## src/rtl/sfc_pkg.sv

```systemverilog
package sfc_pkg;

  // Strobes from the control to the queue datapath
  typedef struct packed {
    logic flush;
    logic txPush;
    logic txPop;
    logic rxPush;
    logic rxPop;
  } fifoStrobes_t;

  // Register word addresses
  localparam int unsigned A_ENABLE   = 'h00;
  localparam int unsigned A_TXTHR    = 'h01;
  localparam int unsigned A_RXTHR    = 'h02;
  localparam int unsigned A_TXLVL    = 'h03;
  localparam int unsigned A_RXLVL    = 'h04;
  localparam int unsigned A_STATUS   = 'h05;
  localparam int unsigned A_MASK     = 'h06;
  localparam int unsigned A_MASKED   = 'h07;
  localparam int unsigned A_RAW      = 'h08;
  localparam int unsigned A_CLEAR    = 'h09;
  localparam int unsigned A_DMACTL   = 'h0A;
  localparam int unsigned A_TXWM     = 'h0B;
  localparam int unsigned A_RXWM     = 'h0C;
  localparam int unsigned A_TXDATA   = 'h10;
  localparam int unsigned A_RXDATA   = 'h20;

  localparam int unsigned EVENT_N = 5;

endpackage

```

## src/rtl/sfc_fifo.sv

```systemverilog
module sfc_fifo #(
  parameter int unsigned WIDTH = 16,
  parameter int unsigned DEPTH = 8
) (
  input  logic                         clk,
  input  logic                         rstN,
  input  logic                         flush,
  input  logic                         push,
  input  logic                         pop,
  input  logic [WIDTH-1:0]             wdata,
  output logic [WIDTH-1:0]             head,
  output logic [$clog2(DEPTH+1)-1:0]   level
);
  localparam int unsigned PTR_W = (DEPTH > 1) ? $clog2(DEPTH) : 1;
  localparam int unsigned CNT_W = $clog2(DEPTH + 1);

  logic [WIDTH-1:0] mem [DEPTH];
  logic [PTR_W-1:0] wrPtr, rdPtr;
  logic [CNT_W-1:0] count;

  function automatic logic [PTR_W-1:0] bump(input logic [PTR_W-1:0] p);
    return (p == PTR_W'(DEPTH - 1)) ? '0 : p + 1'b1;
  endfunction

  always_ff @(posedge clk) begin
    if (push && !flush) mem[wrPtr] <= wdata;
  end

  always_ff @(posedge clk or negedge rstN) begin
    if (!rstN) begin
      wrPtr <= '0;
      rdPtr <= '0;
      count <= '0;
    end else if (flush) begin
      wrPtr <= '0;
      rdPtr <= '0;
      count <= '0;
    end else begin
      if (push) wrPtr <= bump(wrPtr);
      if (pop)  rdPtr <= bump(rdPtr);
      case ({push, pop})
        2'b10:   count <= count + 1'b1;
        2'b01:   count <= count - 1'b1;
        default: count <= count;
      endcase
    end
  end

  assign head  = mem[rdPtr];
  assign level = count;
endmodule

```

## src/rtl/sfc_datapath.sv

```systemverilog
module sfc_datapath import sfc_pkg::*; #(
  parameter int unsigned DEPTH  = 8,
  parameter int unsigned DATA_W = 16
) (
  input  logic                       clk,
  input  logic                       rstN,
  input  fifoStrobes_t               strb,
  input  logic [DATA_W-1:0]          txIn,
  input  logic [DATA_W-1:0]          rxIn,
  output logic [DATA_W-1:0]          txHead,
  output logic [DATA_W-1:0]          rxHead,
  output logic [$clog2(DEPTH+1)-1:0] txLevel,
  output logic [$clog2(DEPTH+1)-1:0] rxLevel
);
  localparam int unsigned CNT_W = $clog2(DEPTH + 1);
  localparam int unsigned DIRS  = 2;  // index 0 transmit, 1 receive

  logic              pushV  [DIRS];
  logic              popV   [DIRS];
  logic [DATA_W-1:0] dataV  [DIRS];
  logic [DATA_W-1:0] headV  [DIRS];
  logic [CNT_W-1:0]  levelV [DIRS];

  assign pushV[0] = strb.txPush;
  assign popV[0]  = strb.txPop;
  assign dataV[0] = txIn;
  assign pushV[1] = strb.rxPush;
  assign popV[1]  = strb.rxPop;
  assign dataV[1] = rxIn;

  for (genvar d = 0; d < DIRS; d++) begin : g_queue
    sfc_fifo #(.WIDTH(DATA_W), .DEPTH(DEPTH)) u_fifo (
      .clk   (clk),
      .rstN  (rstN),
      .flush (strb.flush),
      .push  (pushV[d]),
      .pop   (popV[d]),
      .wdata (dataV[d]),
      .head  (headV[d]),
      .level (levelV[d])
    );
  end

  assign txHead  = headV[0];
  assign rxHead  = headV[1];
  assign txLevel = levelV[0];
  assign rxLevel = levelV[1];
endmodule

```

## src/rtl/sfc_control.sv

```systemverilog
module sfc_control import sfc_pkg::*; #(
  parameter int unsigned DEPTH  = 8,
  parameter int unsigned DATA_W = 16,
  parameter int unsigned ADDR_W = 6
) (
  input  logic                       clk,
  input  logic                       rstN,
  input  logic                       regWrEn,
  input  logic                       regRdEn,
  input  logic [ADDR_W-1:0]          regAddr,
  input  logic [DATA_W-1:0]          regWrData,
  output logic [DATA_W-1:0]          regRdData,
  input  logic                       txPop,
  input  logic                       rxPush,
  input  logic                       engBusy,
  input  logic [DATA_W-1:0]          txHead,
  input  logic [DATA_W-1:0]          rxHead,
  input  logic [$clog2(DEPTH+1)-1:0] txLevel,
  input  logic [$clog2(DEPTH+1)-1:0] rxLevel,
  output fifoStrobes_t               strb,
  output logic                       enabled,
  output logic                       txValid,
  output logic                       irq,
  output logic                       txDmaReq,
  output logic                       rxDmaReq
);
  localparam int unsigned PTR_W = (DEPTH > 1) ? $clog2(DEPTH) : 1;
  localparam int unsigned CNT_W = $clog2(DEPTH + 1);

  logic               enableQ;
  logic [PTR_W-1:0]   txThrQ, rxThrQ;
  logic [EVENT_N-1:0] maskQ;
  logic               txOvfQ, rxUdfQ, rxOvfQ;
  logic [1:0]         dmaCtlQ;
  logic [CNT_W-1:0]   txWmQ, rxWmQ;

  logic txFull, txEmpty, rxFull, rxEmpty;
  logic txDataWr, rxDataRd, clearWr;
  logic txOvfEv, rxOvfEv, rxUdfEv;
  logic thrValid;
  logic [EVENT_N-1:0] rawEv, maskedEv;
  logic [4:0] status;

  function automatic logic wrHit(input int unsigned a);
    return regWrEn && (regAddr == ADDR_W'(a));
  endfunction

  assign txFull  = (txLevel == CNT_W'(DEPTH));
  assign txEmpty = (txLevel == '0);
  assign rxFull  = (rxLevel == CNT_W'(DEPTH));
  assign rxEmpty = (rxLevel == '0);

  assign txDataWr = wrHit(A_TXDATA);
  assign clearWr  = wrHit(A_CLEAR);
  assign rxDataRd = regRdEn && (regAddr == ADDR_W'(A_RXDATA));
  assign thrValid = (regWrData < DATA_W'(DEPTH));

  // Strobes toward the datapath
  always_comb begin
    strb.flush  = !enableQ;
    strb.txPush = txDataWr && enableQ && !txFull;
    strb.txPop  = txPop && !txEmpty;
    strb.rxPush = rxPush && enableQ && !rxFull;
    strb.rxPop  = rxDataRd && !rxEmpty;
  end

  assign txOvfEv = txDataWr && enableQ && txFull;
  assign rxOvfEv = rxPush && enableQ && rxFull;
  assign rxUdfEv = rxDataRd && rxEmpty;

  // Configuration registers
  always_ff @(posedge clk or negedge rstN) begin
    if (!rstN) begin
      enableQ <= 1'b0;
      txThrQ  <= '0;
      rxThrQ  <= '0;
      maskQ   <= '0;
      dmaCtlQ <= '0;
      txWmQ   <= '0;
      rxWmQ   <= '0;
    end else begin
      if (wrHit(A_ENABLE))             enableQ <= regWrData[0];
      if (wrHit(A_TXTHR) && thrValid)  txThrQ  <= regWrData[PTR_W-1:0];
      if (wrHit(A_RXTHR) && thrValid)  rxThrQ  <= regWrData[PTR_W-1:0];
      if (wrHit(A_MASK))               maskQ   <= regWrData[EVENT_N-1:0];
      if (wrHit(A_DMACTL))             dmaCtlQ <= regWrData[1:0];
      if (wrHit(A_TXWM))               txWmQ   <= regWrData[CNT_W-1:0];
      if (wrHit(A_RXWM))               rxWmQ   <= regWrData[CNT_W-1:0];
    end
  end

  // Sticky event flags: a new event in the same cycle wins over a clear
  always_ff @(posedge clk or negedge rstN) begin
    if (!rstN) begin
      txOvfQ <= 1'b0;
      rxUdfQ <= 1'b0;
      rxOvfQ <= 1'b0;
    end else begin
      txOvfQ <= txOvfEv || (txOvfQ && !(clearWr && (regWrData[0] || regWrData[3])));
      rxUdfQ <= rxUdfEv || (rxUdfQ && !(clearWr && (regWrData[0] || regWrData[1])));
      rxOvfQ <= rxOvfEv || (rxOvfQ && !(clearWr && (regWrData[0] || regWrData[2])));
    end
  end

  assign rawEv = {
    (rxLevel > CNT_W'(rxThrQ)),
    rxOvfQ,
    rxUdfQ,
    txOvfQ,
    (txLevel <= CNT_W'(txThrQ))
  };
  assign maskedEv = rawEv & maskQ;
  assign irq      = |maskedEv;

  assign status = {rxFull, rxEmpty, txEmpty, txFull, engBusy || (enableQ && !txEmpty)};

  assign txDmaReq = dmaCtlQ[1] && (txLevel <= txWmQ);
  assign rxDmaReq = dmaCtlQ[0] && (rxLevel > rxWmQ);
  assign txValid  = !txEmpty;
  assign enabled  = enableQ;

  // Read multiplexer
  always_comb begin
    regRdData = '0;
    if (regRdEn) begin
      case (regAddr)
        ADDR_W'(A_ENABLE): regRdData = DATA_W'(enableQ);
        ADDR_W'(A_TXTHR):  regRdData = DATA_W'(txThrQ);
        ADDR_W'(A_RXTHR):  regRdData = DATA_W'(rxThrQ);
        ADDR_W'(A_TXLVL):  regRdData = DATA_W'(txLevel);
        ADDR_W'(A_RXLVL):  regRdData = DATA_W'(rxLevel);
        ADDR_W'(A_STATUS): regRdData = DATA_W'(status);
        ADDR_W'(A_MASK):   regRdData = DATA_W'(maskQ);
        ADDR_W'(A_MASKED): regRdData = DATA_W'(maskedEv);
        ADDR_W'(A_RAW):    regRdData = DATA_W'(rawEv);
        ADDR_W'(A_DMACTL): regRdData = DATA_W'(dmaCtlQ);
        ADDR_W'(A_TXWM):   regRdData = DATA_W'(txWmQ);
        ADDR_W'(A_RXWM):   regRdData = DATA_W'(rxWmQ);
        ADDR_W'(A_RXDATA): regRdData = rxEmpty ? '0 : rxHead;
        default:           regRdData = '0;
      endcase
    end
  end

  // txHead is consumed by the engine directly; keep it visible here for width checks
  logic unusedHead;
  assign unusedHead = ^txHead;
endmodule

```

## src/rtl/spi_fifo_irq_unit.sv

```systemverilog
module spi_fifo_irq_unit import sfc_pkg::*; #(
  parameter int unsigned DEPTH  = 8,
  parameter int unsigned DATA_W = 16,
  parameter int unsigned ADDR_W = 6
) (
  input  logic              clk,
  input  logic              rstN,
  input  logic              regWrEn,
  input  logic              regRdEn,
  input  logic [ADDR_W-1:0] regAddr,
  input  logic [DATA_W-1:0] regWrData,
  output logic [DATA_W-1:0] regRdData,
  output logic [DATA_W-1:0] txWord,
  output logic              txValid,
  input  logic              txPop,
  input  logic [DATA_W-1:0] rxWord,
  input  logic              rxPush,
  input  logic              engBusy,
  output logic              irq,
  output logic              txDmaReq,
  output logic              rxDmaReq
);
  localparam int unsigned CNT_W = $clog2(DEPTH + 1);

  fifoStrobes_t      strb;
  logic              enabled;
  logic [DATA_W-1:0] txHead, rxHead;
  logic [CNT_W-1:0]  txLevel, rxLevel;

  sfc_control #(.DEPTH(DEPTH), .DATA_W(DATA_W), .ADDR_W(ADDR_W)) u_ctrl (
    .clk       (clk),
    .rstN      (rstN),
    .regWrEn   (regWrEn),
    .regRdEn   (regRdEn),
    .regAddr   (regAddr),
    .regWrData (regWrData),
    .regRdData (regRdData),
    .txPop     (txPop),
    .rxPush    (rxPush),
    .engBusy   (engBusy),
    .txHead    (txHead),
    .rxHead    (rxHead),
    .txLevel   (txLevel),
    .rxLevel   (rxLevel),
    .strb      (strb),
    .enabled   (enabled),
    .txValid   (txValid),
    .irq       (irq),
    .txDmaReq  (txDmaReq),
    .rxDmaReq  (rxDmaReq)
  );

  sfc_datapath #(.DEPTH(DEPTH), .DATA_W(DATA_W)) u_dp (
    .clk     (clk),
    .rstN    (rstN),
    .strb    (strb),
    .txIn    (regWrData),
    .rxIn    (rxWord),
    .txHead  (txHead),
    .rxHead  (rxHead),
    .txLevel (txLevel),
    .rxLevel (rxLevel)
  );

  assign txWord = txHead;
endmodule

```

## config.mk

```make
export PLATFORM = sky130hd
export DESIGN_NAME = spi_fifo_irq_unit
export DESIGN_NICKNAME = d
export VERILOG_FILES = /design/src/rtl/sfc_pkg.sv /design/src/rtl/sfc_fifo.sv /design/src/rtl/sfc_datapath.sv /design/src/rtl/sfc_control.sv /design/src/rtl/spi_fifo_irq_unit.sv
export SDC_FILE = /design/constraint.sdc
export NUM_CORES = 1
export LEC_CHECK = 0
export BUFFER_PORTS_ARGS = -buffer_cell sky130_fd_sc_hd__buf_2
export CAP_MARGIN = 25
export CELL_PAD_IN_SITES_DETAIL_PLACEMENT = 0
export CELL_PAD_IN_SITES_GLOBAL_PLACEMENT = 2
export CORE_UTILIZATION = 25
export CTS_CLUSTER_SIZE = 24
export DETAILED_ROUTE_END_ITERATION = 7
export PLACE_DENSITY = 0.51
export SLEW_MARGIN = 10
export SYNTH_ARGS = -nofsm -noshare
export SYNTH_HDL_FRONTEND = slang
export SYNTH_HIERARCHICAL = 1
export SYNTH_SLANG_ARGS = --single-unit
```

## constraint.sdc

```tcl
create_clock -name clk -period 7.05 [get_ports clk]
set_input_delay 0 -clock clk [delete_from_list [all_inputs] [get_ports clk]]
set_output_delay 0 -clock clk [all_outputs]
set_load 0.02 [all_outputs]
```

Word level (Yosys, flattened, before mapping). Memories as Yosys holds them, arrays and structs flattened. Cells that the tools add are included.

$add $sub $neg: 8. Multiply operators: 0. Divide/modulo/power cells: 0. Order comparisons: 5. Equal/unequal tests: 30. Shift operators: 0. Multiplexer cells: 23. Bitwise operators: 1. Reductions and logical operators: 50.

Operators by type and width (count): 16-bit case mux with 13 select lines (1); 3-bit 2-to-1 mux (12); 1-bit logical AND (32); 16-bit 2-to-1 mux (2); 6-bit by 4-bit equality test with 1-bit output (second input constant) (5); 6-bit by 3-bit equality test with 1-bit output (second input constant) (4); 16-bit by 4-bit less-than comparator with 1-bit output (second input constant) (1); 4-bit case mux with 2 select lines (2); 3-bit by 1-bit adder with 3-bit output (second input constant) (4); 3-bit equality test (second input constant) (4); 6-bit by 2-bit equality test with 1-bit output (second input constant) (2); 4-bit by 1-bit adder with 4-bit output (second input constant) (2); 4-bit equality test (second input constant) (2); 4-bit logical NOT (2); 4-bit 2-to-1 mux (2); 2-bit by 1-bit inequality test with 1-bit output (second input constant) (4); 4-bit by 1-bit subtractor with 4-bit output (second input constant) (2); 1-bit logical NOT (7); 1-bit logical OR (7); 6-bit by 1-bit equality test with 1-bit output (second input constant) (1); 6-bit by 5-bit equality test with 1-bit output (second input constant) (1); 6-bit equality test (second input constant) (1); 6-bit logical NOT (1); 3-bit by 1-bit inequality test with 1-bit output (second input constant) (2); other kinds (9) (14).

Bits in registers: 45. Latch bits: 0. Memory bits (writable): 256. Memory bits (read-only): 0. Output and inout port bits: 36. Word-level logic and storage cells: 135. Memories kept: 2.

Memory list: u_dp.g_queue[0].u_fifo.mem (words 8, width 16, read ports 1, clocked after Yosys merged registers in 0, wr ports 1, RTL line sfc_fifo.sv:17) `logic [WIDTH-1:0] mem [DEPTH];`; u_dp.g_queue[1].u_fifo.mem (words 8, width 16, read ports 1, clocked after Yosys merged registers in 0, wr ports 1, RTL line sfc_fifo.sv:17).

Logic depth before layout (Yosys ltp). Gate-level depths: netlist of run 1.

Depth in word-level cells: 7. Gate-level depth with buffers: 14. Depth with buffers taken out: 10.

Modules after synthesis. The synthesis of run 1 kept the hierarchy.

Modules (own cells, without submodules): sfc_fifo (u_dp.g_queue[0].u_fifo) (times used 1, cells each 260, area each 5592.9 µm², seq. area each 4093.9 µm²); sfc_fifo (u_dp.g_queue[1].u_fifo) (times used 1, cells each 260, area each 5585.4 µm², seq. area each 4093.9 µm²); sfc_control (times used 1, cells each 241, area each 2119.5 µm², seq. area each 625.6 µm²).

Worst setup path before layout of run 1. OpenSTA, ideal clock, no wires.

Path kind: register -> register. From: register u_ctrl.enableQ, in the netlist u_ctrl/enabled. To: memory u_dp.g_queue[0].u_fifo.mem[0][0], enable pin. Setup time: 0.409 ns. Arrival: 2.728 ns. Required time: 6.641 ns. Setup slack: 3.912 ns. Stages on the path, launching flop included: 8. Path buffers: 1. Cell sequence: dfrtp_1 -> and4b_1 -> nand3_1 -> a21oi_1 -> buf_2 -> inv_1 -> or3_1 -> nor3_1.

RTL lines: start: declaration (RTL line sfc_control.sv:30) `logic enableQ;`; start signal: assignment (RTL line sfc_control.sv:82) `if (wrHit(A_ENABLE)) enableQ <= regWrData[0];`; end: declaration (RTL line sfc_fifo.sv:17).

==> out/results.txt, run 1 <==
Async set-or-reset flop fraction in the synthesized netlist: 0.150. Yosys printed 6 warnings. For this run the aggregate overflow at the end of global routing stands at 0. TritonCTS built the clock tree. The run gives 3.85 ns as the data arrival time of the critical path. Clock tree synthesis inserted a total of 36 buffers.

The run gives 7.46 ns as the required arrival time at the worst endpoint. The first global-routing pass estimated 50.0 mm of wire. Using the TritonRoute via totals, the vias-per-cell ratio works out to 4.53.

The number of different library cells in the post-synthesis netlist was 61. For this run, design rule violations remaining after detail routing come to 0. Wire segments on met2 add up to 16.4 mm in the final route.

At the later pin of the worst-skew pair, clock insertion delay measures 0.54 ns. Summed over all cells, the static leakage comes to 0.00569 uW. For this run, the slowest stage of the critical path takes 0.62 ns. Setup repair after global routing left no endpoint under its margin. The mux share of post-synthesis cell area is 0.182, and the clock edge transition at the registers on the reported setup and hold paths is 0.06 ns. Hold violation count in the final report: 0. The synthesized-area fraction occupied by adder cells came out at 0.0245.

The uppermost layer routed is met5. Number of enable-type register cells in the synthesized netlist: 256. In this design, the critical path's most frequently occurring cell is sky130_fd_sc_hd__nor2b_1. The final layout contains 973 nets. STA classifies the critical path startpoint as a register. The portion of synthesized cell area occupied by the leading cell type works out to 0.578.

After synthesis, the largest family of logic cells by area is multiplexers. The run finished with clean final reports. The final worst setup slack is 3.61 ns. OpenSTA, run right after detailed placement, puts the worst setup slack at 3.68 ns.

From synthesis to final layout, the design area changed by 21.9%. After filler insertion, the fill cell instance count of the layout stands at 5,189. The number of port buffers is 80, and the post-synthesis xor/xnor area fraction is 0.00329.

The part of the cycle the worst path needs is 0.488, and the iteration count of the initial detailed-routing pass is 4. The via total after detailed routing was 7,327; the clock sink count was 301. Count of antenna diodes in the layout: 0.

The floorplan has 84 rows. The area share of and/or/nand/nor cells after synthesis works out to 0.0660. The run gives 0.0162 mm2 as the post-layout instance area.

Entering global routing, the biggest net connects 46 pins. The wire length on met3 was 1.17 mm. In this design, the largest share of critical-path delay is due to simple AND/OR/NAND/NOR gates. The count of final max-slew check failures was 0; the vertical die dimension was 233 um. In the final routing, the length of wire on met1 measures 14.9 mm.

The tightest min-delay check is of the in2reg type. Summed over all instances, the cell type with the most area after synthesis is sky130_fd_sc_hd__edfxtp_1. Post-CTS repair changed the size of 0 cells. The starting density of the core came out at 0.253.

Dividing total power by cell area gives a power density of 246 mW/mm2. Across the run, the number of max-cap violations was 0. The die area is 0.0541 mm2.

The share of final-layout standard cells stronger than drive strength 1 was 0.263. The routed design could run at a clock period as short as 3.44 ns. The commonest cells after synthesis are 256 x sky130_fd_sc_hd__edfxtp_1, 57 x sky130_fd_sc_hd__mux2_2, 54 x sky130_fd_sc_hd__mux4_1.

Total nets after synthesis: 832. Area fraction in compound gates after synthesis: 0.0385. In this run the clock root is driven by a sky130_fd_sc_hd__clkbuf_16.

In this run the worst path has a maximum fanout of 17. In the final routed layout, each cell accounts on average for 20.6 um. From left edge to right edge, the die measures 233 um.

The number of design-rule violations left by the first detailed-router iteration was 353; the floorplan core area was 0.0526 mm2. The global-route total usage across every layer came out at 0.125. For the final database, setup skew stands at 0.00874 ns. The summed negative setup slack over all endpoints was 0 ns; the number of ports placed on the die boundary was 81. In this run the deepest clock path goes through 3 buffers. The most used flip-flop cell after synthesis is sky130_fd_sc_hd__edfxtp_1. The tools report the tightest slew margin relative to the limit as 0.342. The synthesized netlist occupies a cell area of 0.0133 mm2. In this run the remaining antenna-violating nets after routing total 0. Synthesis produced 761 cells.

At the pin with the least slew margin, the transition time is 0.986 ns. The worst-case IR drop observed on VDD is 0.143 mV. The tools report the number of global-route vias before repair as 7,641. By area the synthesized netlist is led by sky130_fd_sc_hd__edfxtp_1 58%, sky130_fd_sc_hd__mux4_1 11%, sky130_fd_sc_hd__dfrtp_1 8.5%, sky130_fd_sc_hd__mux2_2 4.8%, sky130_fd_sc_hd__ha_1 2.4%.

The post-synthesis average cell area was 17.5 um2; the top achievable clock speed was 0.291 GHz. Total of endpoints with negative setup slack in the final report: 0. For the number of antenna violations at the first check in global routing, the log shows 2. The most used standard cell by instance count after synthesis was sky130_fd_sc_hd__edfxtp_1. The critical path buffer and inverter count works out to 1.

The sequential fraction of the synthesis area is 0.663. The final layout contains routed wiring with a total length of 33.2 mm. The critical path goes through nor4_1, nor2b_1, buf_4, and2_1, nor2b_1, ha_1, a31o_1, and3_1, or4b_1.

For this design, the slowest cell found on the critical path is sky130_fd_sc_hd__nor4_1. The tools report the half-perimeter wire length of the detailed placement result as 21.2 mm. The setup path with the least slack is of type reg2reg. After synthesis the netlist holds a flip-flop and latch count of 301.

The clock tree synthesis step divided the H-tree into 2 levels. STA classifies the critical path endpoint as a register. The congestion estimate from routability-driven global placement came to 0.818.

After detailed placement, the total cell area comes to 0.0146 mm2.
[timing repair]
action | in CTS | in global routing
hold endpoints to repair | 316 | 0
hold buffers | 39 | 0
buffers inserted | 0 | 0
[through the flow]
stage          std cells  power [uW]  hold slack [ns]  utilization
2_1_floorplan        761        2060           -0.296            -
3_3_place_gp        1505        2140            0.181        0.276
3_5_place_dp        1513        2140            0.178        0.278
4_1_cts             1616        4080           0.0345        0.309
5_1_grt             1616        4150            0.100        0.309
6_report            1616        4000           0.0855        0.309
[cells by family (layout without fill, tap and decap cells)]
group / after synthesis / after routing
AO/OA/AOI/OAI: 74 / 74
flip-flops: 301 / 301
AND/OR/NAND/NOR: 160 / 160
adder cells (fa/ha/maj): 26 / 26
XOR/XNOR: 5 / 5
multiplexers: 134 / 134
buffers and inverters: 61 / 228
[final timing paths]
| check | from | end | slack (ns) | depth (start not counted) |
|---|---|---|---|---|
| min in group asynchronous | rstN | u_ctrl/rxWmQ[2]$_DFFE_PN0P_ | 0.10 | 3 |
| max | u_dp/g_queue[1].u_fifo/level[0]$_DFFE_PN0P_ | u_dp/g_queue[1].u_fifo/level[3]$_DFFE_PN0P_ | 3.61 | 9 |
| min | regAddr[4] | u_ctrl/enabled$_DFFE_PN0P_ | 0.09 | 4 |
| max reg2reg | u_dp/g_queue[1].u_fifo/level[0]$_DFFE_PN0P_ | u_dp/g_queue[1].u_fifo/level[3]$_DFFE_PN0P_ | 3.61 | 9 |
| min reg2reg | u_ctrl/txThrQ[1]$_DFFE_PN0P_ | u_ctrl/txThrQ[1]$_DFFE_PN0P_ | 0.55 | 1 |
| max in group asynchronous | rstN | u_dp/g_queue[0].u_fifo/rdPtr[0]$_DFFE_PN0P_ | 6.43 | 3 |
[power breakdown]
part	switching, uW	leakage, uW	internal [uW]
Sequential	20.8	0.00291	1950
Clock	715	0.000579	1160
Combinational	90.3	0.00220	58.9
[layout make-up]
class	count	area (um2)	share of cell area
flip-flops and latches	301	8820	0.544
multi-input cells	399	4220	0.261
repair buffers	143	1040	0.0639
clock buffers	46	980	0.0604
well taps	688	861	0.0531
clock inverters	18	215	0.0133
inverters	21	78.8	0.00486
[cells in the final DEF (no fill, tap or decap), types with 16 or more instances in the layout]
master and n:
sky130_fd_sc_hd__edfxtp_1 256, sky130_fd_sc_hd__buf_2 80, sky130_fd_sc_hd__mux2_2 57, sky130_fd_sc_hd__mux4_1 54, sky130_fd_sc_hd__dfrtp_1 42, sky130_fd_sc_hd__dlygate4sd3_1 39, sky130_fd_sc_hd__clkbuf_16 37, sky130_fd_sc_hd__nor2_1 34
sky130_fd_sc_hd__ha_1 26, sky130_fd_sc_hd__inv_1 21, sky130_fd_sc_hd__a21oi_1 18, sky130_fd_sc_hd__and3_1 17, sky130_fd_sc_hd__nand2_1 17, sky130_fd_sc_hd__buf_4 16
[routing by layer]
layer / vias to the layer above / global-route usage
met3: 48 / 0.0240
met4: 4 / 0.0406
met2: 128 / 0.211
met5: - / 0
li1: 3379 / -
met1: 3768 / 0.160
[tightest hold or removal path: stages]
cell	delay [ns]
sky130_fd_sc_hd__buf_2	0.17
sky130_fd_sc_hd__nor4_1	0.16
sky130_fd_sc_hd__nand3_1	0.12
sky130_fd_sc_hd__mux2_2	0.14
[sequential cells by signal, indices dropped and copies added (netlist names), 2 cells and up]
signal and count:
u_ctrl/dmaCtlQ 2, u_ctrl/rxWmQ 4, u_ctrl/rxThrQ 3, u_ctrl/maskQ 5, u_dp/g_queue.u_fifo/rdPtr 6, u_ctrl/txWmQ 4, u_dp/g_queue.u_fifo/mem 256, u_dp/g_queue.u_fifo/wrPtr 6
u_dp/g_queue.u_fifo/level 8, u_ctrl/txThrQ 3
(Power assumes the default switching activity.)
==> run 2, diff against run 1 <==
==> constraint.sdc (replaced) <==
create_clock -name clk -period 3.2 [get_ports clk]
set_input_delay 0 -clock clk [delete_from_list [all_inputs] [get_ports clk]]
set_output_delay 0 -clock clk [all_outputs]
set_load 0.02 [all_outputs]
==> run 2 against run 1 <==
Sequential share of layout area decreased by 0.40 points. Sequential cell count did not move. Clock power increased by 110%. Global-route usage up 0.33 points. Register-to-register slack worse by 3.2 ns. Count of clock-buffer cells in the layout grew 3. First-iteration DRC count up 10%. Non-clock buffer count is 29 higher. Hold slack lost 0.043 ns. Design area rose by 0.72%. Critical path type is now reg2out. Largest power group unchanged. Highest routed layer is now met4.
==> out/results.txt, run 2 (synthesized netlist as in run 1, its figures left out) <==
The logs give 0.816 (-0.26%) for the final estimated routing congestion in global placement and 0.253 (unchanged) for the starting density of the core. The per-cell via count in the routed design was 4.48 (-1.1%); the post-route core utilization was 0.311 (+0.00221). The number of port buffers works out to 80 (unchanged). The final worst setup slack is 0.280 ns (-3.33 ns), and the number of antenna violations at the first check in global routing is 3 (+1). The worst-margin pin slew came out at 0.804 ns (-0.182 ns). The data arrival time of the critical path was 2.92 ns (-0.93 ns).

The share of final-layout standard cells stronger than drive strength 1 was 0.282 (+0.0195); the total number of placement rows was 84 (unchanged). TritonCTS built the clock tree. The length in cells of the worst reg-to-reg path came out at 8 (-1). The nature of the critical path startpoint is a register. The summed negative setup slack over all endpoints was 0 ns (unchanged). The horizontal die dimension came out at 233 um (unchanged). The tools report the clock latency reported for the late side of the worst-skew pair as 0.54 ns (about the same). The areal power density over the cells is 524 mW/mm2 (+110%), and the global-route wire length before repair is 51.1 mm (+2.0%).

The run gives 21.7 mm (+2.4%) as the half-perimeter wire length of the detailed placement result. For the largest voltage drop on the vdd net, the log shows 0.355 mV (+150%). The tightest slew margin relative to the limit is 0.463 (+0.121), and the count of max-cap constraint violations is 0 (unchanged). The worst setup path is of the reg2out kind. The number of buffers created by CTS was 37 (+2.8%); the top achievable clock speed was 0.343 GHz.

The worst hold path begins at regAddr[3]. The per-cell routed wire length is 20.6 um (about the same), and the largest net degree at the start of global routing is 26 (-43%). The clock sink count came out at 301 (unchanged). The worst setup slack after placement came out at 0.413 ns (-3.27 ns). The run gives 0.0541 mm2 (unchanged) as the die area. The hold path depth came out at 5 (+1). In this run the critical register-to-register path is launched from u_ctrl/enabled$_DFFE_PN0P_. Final wirelength: 33.9 mm (+2.0%).

Ranked by flip-flop count, first place goes to u_dp/g_queue.u_fifo/mem. Standby leakage power: 0.00579 uW (+1.9%). In the layout the commonest cells are 256 x sky130_fd_sc_hd__edfxtp_1, 80 x sky130_fd_sc_hd__buf_2, 57 x sky130_fd_sc_hd__mux2_2, 54 x sky130_fd_sc_hd__mux4_1, 48 x sky130_fd_sc_hd__buf_4. Total of endpoints with negative setup slack in the final report: 0 (unchanged). The flow ran to the end, and the final reports show no timing, DRC or antenna violations. The number of ports placed on the die boundary was 81 (unchanged); the layout net count was 1,003 (+3.1%). The worst register-to-register path ends at u_dp/g_queue[0].u_fifo/mem[0][11]$_DFFE_PP_.

The worst setup path is captured at a primary output. The path with the worst hold slack has its endpoint at u_ctrl/rxUdfQ$_DFF_PN0_. The worst path needs 2.92 ns of the cycle, external delays included.

The part of the cycle the worst path needs was 0.912. Setup repair after global routing left no endpoint under its margin. The final global-route overflow total came out at 0 (unchanged).

Register-to-register path setup slack: 0.44 ns (-3.17 ns). The most critical setup path has its startpoint at u_dp/g_queue[1].u_fifo/rdPtr[0]$_DFFE_PN0P_. Number of design-rule violations left by the first detailed-router iteration: 389 (+10%). The clock edge transition at the registers on the reported setup and hold paths is 0.06 ns (about the same). The run gives 0 (unchanged) as the post-detailed-route DRC marker count.

The maximum fanout encountered on the critical timing path was 20 (+3). The kind of path behind the tightest hold check was in2reg. The area growth from synthesis to layout is 22.8%.

The flip-flop count of the largest register, all copies and words added was 256 (unchanged); the iteration count of the initial detailed-routing pass was 4 (unchanged). The number of antenna-violating nets in the routed design is 0 (unchanged). The root buffer cell is sky130_fd_sc_hd__clkbuf_16. The run gives 3.20 ns (-4.26 ns) as the required arrival time at the worst endpoint. The vertical die dimension is 233 um (unchanged), and the global-route total usage across every layer is 0.128 (+0.00330). The number of levels in the clock H-tree came out at 2 (unchanged).

The leading cell type in the layout, fill and taps excluded is sky130_fd_sc_hd__edfxtp_1. The tools report the hold violation count in the final report as 0 (unchanged). Floorplan core area: 0.0526 mm2 (unchanged). Post-route clock skew: 0.0143 ns (+0.00553 ns). The logs give 7,384 (+0.78%) for the via total after detailed routing and 7,881 (+3.1%) for the number of global-route vias before repair.

The maximum root-to-sink buffer count is 3 (unchanged), and the count of final max-slew check failures is 0 (unchanged).
[run 2: worst max-delay path by stage]
| stage | slack, ns | cells after the start | to |
|---|---|---|---|
| 2_1_floorplan | 0.06 | 7 | u_dp/g_queue[0].u_fifo/mem[0][0]$_DFFE_PP_ |
| 3_3_place_gp | 0.34 | 8 | u_dp/g_queue[0].u_fifo/mem[0][8]$_DFFE_PP_ |
| 3_5_place_dp | 0.41 | 8 | u_dp/g_queue[0].u_fifo/mem[0][8]$_DFFE_PP_ |
| 4_1_cts | 0.15 | 5 | regRdData[11] |
| 5_1_grt | 0.10 | 5 | regRdData[9] |
| 6_report | 0.28 | 5 | regRdData[11] |
[run 2: layer usage]
layer,vias to the layer above,track usage,share of wire
li1,3454,-,-
met1,3767,0.165,0.44
met2,122,0.217,0.50
met3,41,0.0246,0.039
met4,0,0.0390,0.021
met5,-,0,0
[run 2: layout make-up]
class / instances / area (um2)
Sequential cell: 301 / 8820
Antenna cell: 3 / 7.51
Timing Repair Buffer: 172 / 1220
Inverter: 21 / 78.8
Fill cell: 5207 / 36200
Multi-Input combinational cell: 399 / 4220
Tap cell: 688 / 861
Clock inverter: 14 / 128
Clock buffer: 49 / 992
[run 2: critical path, stage by stage (launching register included)]
cell                      delay (ns)
sky130_fd_sc_hd__dfrtp_2        0.73
sky130_fd_sc_hd__buf_4          0.42
sky130_fd_sc_hd__mux4_1         0.60
sky130_fd_sc_hd__mux2_2         0.28
sky130_fd_sc_hd__and3_1         0.18
sky130_fd_sc_hd__buf_2          0.16
[run 2: per-stage QoR]
step,hold WS [ns],area [um2],power [uW],cells
finish,0.0422,16300,8560,1647
detailed placement,0.0446,14800,4720,1539
global placement,0.0456,14800,4730,1539
floorplan,-0.296,13300,4540,761
CTS,0.0123,16300,8710,1644
global route,0.0540,16300,8880,1647
[run 2: power breakdown]
part           total [uW]  switching [uW]  internal, uW  leakage [uW]
Sequential           4330            41.0          4290       0.00291
Clock                3880            1610          2270      0.000543
Combinational         339             201           138       0.00234
Total                8560            1850          6700       0.00579
[run 2: what timing repair did]
action,in CTS,in global routing
gates resized for setup,0,0
setup buffers,0,0
hold buffers,42,0
hold endpoints to repair,284,0
endpoints found under the setup margin,0,0
